$ cat config.mk
export PLATFORM = sky130hd
export DESIGN_NAME = sys_chan_decoder
export DESIGN_NICKNAME = d
export VERILOG_FILES = /design/src/rtl/sys_chan_decoder.sv
export SDC_FILE = /design/constraint.sdc
export NUM_CORES = 2
export LEC_CHECK = 0
export ABC_AREA = 1
export BUFFER_PORTS_ARGS = -buffer_cell sky130_fd_sc_hd__buf_2
export CORE_MARGIN = 3
export CORE_UTILIZATION = 30
export DETAILED_ROUTE_END_ITERATION = 16
export GPL_TIMING_DRIVEN = 0
export PLACE_DENSITY_LB_ADDON = 0.3
export SLEW_MARGIN = 0
export SYNTH_ARGS = -nofsm -noshare
export SYNTH_HDL_FRONTEND = slang
export SYNTH_SLANG_ARGS = --single-unit
$ cat constraint.sdc
create_clock -name clk -period 12.1 [get_ports clk]
set_clock_uncertainty 0.2 [all_clocks]
set_input_delay 1.21 -clock clk [delete_from_list [all_inputs] [get_ports clk]]
set_output_delay 1.21 -clock clk [all_outputs]
set_load 0.05 [all_outputs]
$ cat src/rtl/sys_chan_decoder.sv
module sys_chan_decoder #(
  parameter int ADDR_W    = 40,
  parameter int PHYS_BITS = 39,
  parameter int HASH_W    = 14,
  parameter int HASH_LSB  = 6,
  parameter int OVR_BIT   = 12,
  parameter int HI_SEL    = 29
) (
  input  logic              clk,
  input  logic              rst_n,
  input  logic              in_valid,
  input  logic [ADDR_W-1:0] sys_addr,
  input  logic [ADDR_W-1:0] low_top,
  input  logic [ADDR_W-1:0] high_top,
  input  logic              slice_il,
  input  logic              chan_il,
  input  logic              hi_sel_mode,
  input  logic [1:0]        il_mode,
  input  logic [HASH_W-1:0] slice_hash_cfg,
  input  logic [HASH_W-1:0] chan_hash_cfg,
  input  logic [3:0]        sym_map,
  input  logic              a0_en,
  input  logic [ADDR_W-1:0] a0_base,
  input  logic [ADDR_W-1:0] a0_limit,
  input  logic              a0_chan,
  input  logic              a1_en,
  input  logic [ADDR_W-1:0] a1_base,
  input  logic [ADDR_W-1:0] a1_limit,
  input  logic              a1_chan,
  input  logic              a2_en,
  input  logic [ADDR_W-1:0] a2_base,
  input  logic [ADDR_W-1:0] a2_limit,
  input  logic              a2_slice,
  input  logic              ovr_en,
  input  logic [ADDR_W-1:0] ovr_base,
  input  logic [ADDR_W-1:0] ovr_limit,
  output logic              out_valid,
  output logic              out_err,
  output logic [1:0]        out_chan,
  output logic [ADDR_W-1:0] out_addr
);

  localparam logic [ADDR_W-1:0] FOUR_G   = ADDR_W'(64'h1_0000_0000);
  localparam logic [ADDR_W-1:0] PHYS_LIM = ADDR_W'(1) << PHYS_BITS;
  localparam logic [5:0]        OVR_POS  = 6'(OVR_BIT);
  localparam logic [5:0]        HI_POS   = 6'(HI_SEL);

  function automatic logic [ADDR_W-1:0] drop_bit(input logic [ADDR_W-1:0] v,
                                                 input logic en, input logic [5:0] k);
    logic [ADDR_W-1:0] low_m;
    low_m = (ADDR_W'(1) << k) - ADDR_W'(1);
    return en ? (((v >> 1) & ~low_m) | (v & low_m)) : v;
  endfunction

  logic [ADDR_W-1:0] gap, contig;
  logic              bad;
  assign gap    = FOUR_G - low_top;
  assign contig = (sys_addr < FOUR_G) ? sys_addr : sys_addr - gap;
  assign bad    = (sys_addr >= PHYS_LIM) || (sys_addr >= low_top && sys_addr < FOUR_G)
                  || (sys_addr >= high_top);

  function automatic logic [ADDR_W-1:0] to_contig(input logic [ADDR_W-1:0] a,
                                                  input logic [ADDR_W-1:0] g);
    return (a < FOUR_G) ? a : a - g;
  endfunction

  logic [5:0] base_pos, s_pos, c_pos;
  always_comb begin
    case (il_mode)
      2'd0:    base_pos = 6'd10;
      2'd1:    base_pos = 6'd11;
      default: base_pos = 6'd12;
    endcase
  end
  assign s_pos = hi_sel_mode ? HI_POS : base_pos;
  assign c_pos = (hi_sel_mode ? HI_POS : base_pos) + {5'd0, slice_il};

  logic [ADDR_W-1:0] s_mask, c_mask;
  assign s_mask = (hi_sel_mode ? '0 : (ADDR_W'(slice_hash_cfg) << HASH_LSB))
                | ((slice_il && !chan_il) ? (ADDR_W'(1) << s_pos) : '0);
  assign c_mask = (hi_sel_mode ? '0 : (ADDR_W'(chan_hash_cfg) << HASH_LSB))
                | ((chan_il && !slice_il) ? (ADDR_W'(1) << c_pos) : '0);

  logic in_a0, in_a1, in_a2, in_ovr;
  assign in_a0  = a0_en  && sys_addr >= a0_base  && sys_addr <= a0_limit;
  assign in_a1  = a1_en  && sys_addr >= a1_base  && sys_addr <= a1_limit;
  assign in_a2  = a2_en  && sys_addr >= a2_base  && sys_addr <= a2_limit;
  assign in_ovr = ovr_en && sys_addr >= ovr_base && sys_addr <= ovr_limit;

  logic [2:0] sym_cnt;
  logic [1:0] sym_sh;
  assign sym_cnt = 3'(sym_map[0]) + 3'(sym_map[1]) + 3'(sym_map[2]) + 3'(sym_map[3]);
  assign sym_sh  = sym_cnt[2:1];

  logic [1:0]        nx_chan;
  logic [ADDR_W-1:0] nx_addr, rbase;
  logic              s_bit, c_bit, s_rm, c_rm;
  logic [5:0]        s_rm_pos, c_rm_pos;
  always_comb begin
    nx_chan  = '0;
    nx_addr  = '0;
    rbase    = '0;
    s_bit    = 1'b0;
    c_bit    = 1'b0;
    s_rm     = 1'b0;
    c_rm     = 1'b0;
    s_rm_pos = s_pos;
    c_rm_pos = c_pos;
    if (in_a0) begin
      nx_chan = {1'b0, a0_chan};
      rbase   = to_contig(a0_base, gap);
      nx_addr = contig - rbase + ((sym_cnt != 0 && sym_map[nx_chan]) ? (rbase >> sym_sh) : '0);
    end else if (in_a1) begin
      nx_chan = {1'b1, a1_chan};
      rbase   = to_contig(a1_base, gap);
      nx_addr = contig - rbase + ((sym_cnt != 0 && sym_map[nx_chan]) ? (rbase >> sym_sh) : '0);
    end else if (in_a2) begin
      c_bit    = in_ovr ? sys_addr[OVR_BIT] : ^(contig & c_mask);
      c_rm     = in_ovr || chan_il;
      c_rm_pos = in_ovr ? OVR_POS : c_pos;
      nx_chan  = {a2_slice, c_bit};
      rbase    = to_contig(a2_base, gap);
      nx_addr  = (rbase >> sym_sh) + drop_bit(contig - rbase, c_rm, c_rm_pos);
    end else begin
      if (slice_il) begin
        s_rm     = 1'b1;
        s_rm_pos = in_ovr ? OVR_POS : s_pos;
        s_bit    = in_ovr ? sys_addr[OVR_BIT] : ^(sys_addr & s_mask);
      end
      if (chan_il) begin
        c_rm     = 1'b1;
        c_rm_pos = in_ovr ? (OVR_POS + {5'd0, slice_il}) : c_pos;
        c_bit    = in_ovr ? sys_addr[c_rm_pos] : ^(contig & c_mask);
      end
      nx_chan = {s_bit, c_bit};
      nx_addr = drop_bit(drop_bit(contig, c_rm, c_rm_pos), s_rm, s_rm_pos);
    end
  end

  always_ff @(posedge clk) begin
    if (!rst_n) begin
      out_valid <= 1'b0;
      out_err   <= 1'b0;
      out_chan  <= '0;
      out_addr  <= '0;
    end else begin
      out_valid <= in_valid;
      out_err   <= in_valid && bad;
      out_chan  <= (in_valid && !bad) ? nx_chan : '0;
      out_addr  <= (in_valid && !bad) ? nx_addr : '0;
    end
  end

  assert_err_zero_R1: assert property (@(posedge clk) disable iff (!rst_n)
    out_err |-> (out_chan == 2'b00 && out_addr == '0));

  assert_phys_limit_R1: assert property (@(posedge clk) disable iff (!rst_n)
    (in_valid && sys_addr >= PHYS_LIM) |=> out_err);

  assert_hole_R1: assert property (@(posedge clk) disable iff (!rst_n)
    (in_valid && sys_addr >= low_top && sys_addr < FOUR_G) |=> out_err);

  assert_valid_follow_R11: assert property (@(posedge clk) disable iff (!rst_n)
    in_valid |=> out_valid);

  assert_err_needs_valid_R11: assert property (@(posedge clk) disable iff (!rst_n)
    !out_valid |-> !out_err);

endmodule

==> impl_metrics.tcl <==
set metrics [dict create \
    path_common_cell "nand2_1" \
    slew_headroom_pct -6.996 \
    postSynthCellCount 6942 \
    synth-xor-area-share_pct 4.452 \
    worstHoldPathType "input pin to flop" \
    finalSetupViolCount 0 \
    cts.sinks 44 \
    rsz0062_at_grt "false" \
    setup.worst_path.start_class "input pin" \
    areaGrowthSynthToFinish_pct 12.99 \
    drive_gt1_share_pct 8.944 \
    status "finished, violations left" \
    failed_checks "capacitance limit, slew limit" \
    synthArstFlopShare_pct 0 \
    yosysWarnings 0 \
    power_switching_mw 4.404 \
    p_leak_nw 25.00 \
    ys_seq_area_share_pct 2.206 \
    synth_area_leaders "ha_1 (23%), nand2_1 (16%), inv_1 (12%)" \
    wl_mm 231.5 \
    antenna_found_initial 33 \
    slew_violations 6 \
    tightest_slew_ns 1.600 \
    p_clk_share_pct 2.8 \
    fin_crit_sh_pct 97.52 \
    internal_power_mw 2.323 \
    whs_ns 0.9103 \
    yosysTopAreaCell "ha_1" \
    rows 133 \
    portBuffers 529 \
    synth.distinct_cells 69 \
    critPathMaxStageDelay_ns 0.77 \
    synthMuxAreaShare_pct 0.4167 \
    hold_violations 0 \
    yosys.area_share.adder_pct 26.94 \
    min_from "in_valid" \
    grt_pass1_vias 46650 \
    power_density_nw_per_um2 149.1 \
    cts-root-buf "clkbuf_16" \
    synth_top_area_share_pct 22.68 \
    arrival_ns 11.81 \
    cap_violations 2 \
    core-area_sq_um 131800 \
    syn-cell-area_sq_um 39940 \
    vias_per_cell 5.485 \
    seq_power_share_pct 2.3 \
    synth-edff-count 0 \
    grt_usage_pct 32.13 \
    grt_max_degree 16 \
    cts_tree "yes" \
    grt.overflow.total 0 \
    max_freq_ghz 0.08475 \
    dieWidth_um 370.9 \
    cp.required_ns 12.11 \
    ios 531 \
    drc_errors 0 \
    power_mw 6.727 \
    synth_top_family_by_area "simple AND/OR/NAND/NOR gates" \
    dpl.hpwl_mm 199.2 \
    critPathKind "input pin to flop" \
    first_pass_iters 6 \
    clkTransAtPathRegs_ns 0.09 \
    start_util_pct 30.30 \
    hold_path_depth 3 \
    die_height_um 370.9 \
    synth-compound-area-share_pct 22.77 \
    holdBufCountCts 0 \
    vdd.ir_drop.worst_mv 0.09549 \
    setup_tns_ns 0 \
    cts_buffers 5 \
    antenna_left 0 \
    grt_first_pass_wirelength_mm 320.5 \
    wl_per_cell_um 24.99 \
    cp-end-kind "flop" \
    synth.ff_latch_count 44 \
    avgSynthCellArea_sq_um 5.753 \
    clockBufferDepth 2 \
    nets 8787 \
    fin_crit_ns 11.80 \
    htreeDepth 2 \
    min_to "out_valid" \
    comb_power_share_pct 94.8 \
    worst_path_max_delay_cell "xor2_2" \
    via_count 50810 \
    n_fill_cell 15040 \
    place_congestion 1.060 \
    die-area_sq_um 137500 \
    drt_iter0_drc 5873 \
    synthFlopType "dfxtp_1" \
    cp_max_fo 6 \
    fin_util_pct 34.24 \
    switching_share_pct 65.46 \
    synth_simple_gate_area_share_pct 30.16 \
]
worst max path at each step:
stage                     from            to  slack, ns
CTS                 low_top[0]  out_addr[38]       0.19
detailed placement  low_top[0]  out_addr[38]      -0.13
floorplan           low_top[0]  out_addr[39]       4.10
global placement    low_top[0]  out_addr[38]      -0.12
finish              low_top[0]  out_addr[38]       0.30
global route        low_top[0]  out_addr[38]      0.005
through the flow:
| stage | setup slack, ns | instance area [sq um] | std cells |
|---|---|---|---|
| finish | 0.3005 | 45120 | 9263 |
| global route | 0.004544 | 45090 | 9249 |
| CTS | 0.1864 | 45050 | 9246 |
| detailed placement | -0.1306 | 44860 | 9239 |
| global placement | -0.1246 | 44800 | 9232 |
| floorplan | 4.100 | 39960 | 6948 |
registers in the layout (all words and copies together), names as in the netlist:
signal	flops
out_err	1
out_valid	1
out_addr	40
out_chan	2
cells in the mapped netlist, drive strengths merged, types with 4 or more instances:
library cell / count
nand2: 1679
inv: 1264
a21oi: 738
ha: 724
o21ai: 559
nor2: 479
nand3: 372
xor2: 124
nand4: 94
fa: 85
clkbuf: 79
xnor2: 79
nor3: 71
or2: 71
o21a: 46
a31oi: 45
dfxtp: 44
a22oi: 37
buf: 36
nor4: 36
o211ai: 34
a21o: 30
o21bai: 25
a211oi: 23
o221ai: 19
o2111ai: 16
nand3b: 14
and2: 11
mux2i: 11
nor3b: 10
o31ai: 10
a21boi: 8
a32o: 7
and3: 7
o221a: 6
mux2: 5
a311oi: 4
a31o: 4
clkinv: 4
nor4b: 4
repair_timing:
action / CTS / global route
resized for setup: 0 / 7
endpoints found under the setup margin: 0 / 4
buffers inserted: 0 / 0
layout by cell type, fill, tap and decap left out, types with 85 or more instances in the layout:
master / Yosys / layout
inv_1: 1261 / 1261
xor2_1: 124 / 121
ha_1: 724 / 724
fa_1: 85 / 85
buf_2: 8 / 537
nand4_1: 93 / 93
nor2_1: 475 / 475
a21oi_1: 738 / 737
nand2_1: 1675 / 1671
nand3_1: 366 / 366
o21ai_0: 553 / 546
cell type report:
cell class              instances  area [sq um]  area share (%)
clock inverters                 2         60.06          0.1331
well taps                    1755          2196           4.866
multi-input cells            5521         33910           75.14
flip-flops and latches         44         880.8           1.952
repair buffers                536          2704           5.992
plain buffers                 115         449.2          0.9954
clock buffers                   5         125.1          0.2773
diodes                         17         42.54         0.09427
inverters                    1268          4760           10.55
power groups by stage:
| stage | registers [mW] | logic (mW) | clock network [mW] |
|---|---|---|---|
| floorplan | 0.190 | 4.10 | 0 |
| global placement | 0.160 | 6.08 | 0 |
| detailed placement | 0.160 | 6.10 | 0 |
| CTS | 0.157 | 6.14 | 0.202 |
| global route | 0.157 | 6.93 | 0.205 |
| finish | 0.156 | 6.38 | 0.190 |
cell families (layout without fill, tap and decap cells):
logic type               count (synthesis)  count (layout)
AND/OR/NAND/NOR                       2851            2851
AO/OA/AOI/OAI                         1635            1635
buffers and inverters                 1383            1926
adder cells (fa/ha/maj)                809             809
XOR/XNOR                               203             203
flip-flops                              44              44
multiplexers                            16              16
other                                    1              24
layer usage:
layer | global-route usage [%] | up-vias | wire length (um)
met4 | 21.51 | 24 | 18360
met2 | 49.34 | 2796 | 96880
met5 | 0 | - | 178
li1 | - | 24160 | -
met3 | 5.376 | 492 | 20570
met1 | 41.11 | 23340 | 95510
critical path: cells and delay by family:
family | cells | cell delay (ns)
xor+xnor | 2 | 0.94
compound gates | 12 | 2.84
buf+inv | 2 | 0.38
simple gates | 25 | 5.16
fa+ha+maj | 3 | 1.26
Power figures use the tool's default switching activity.
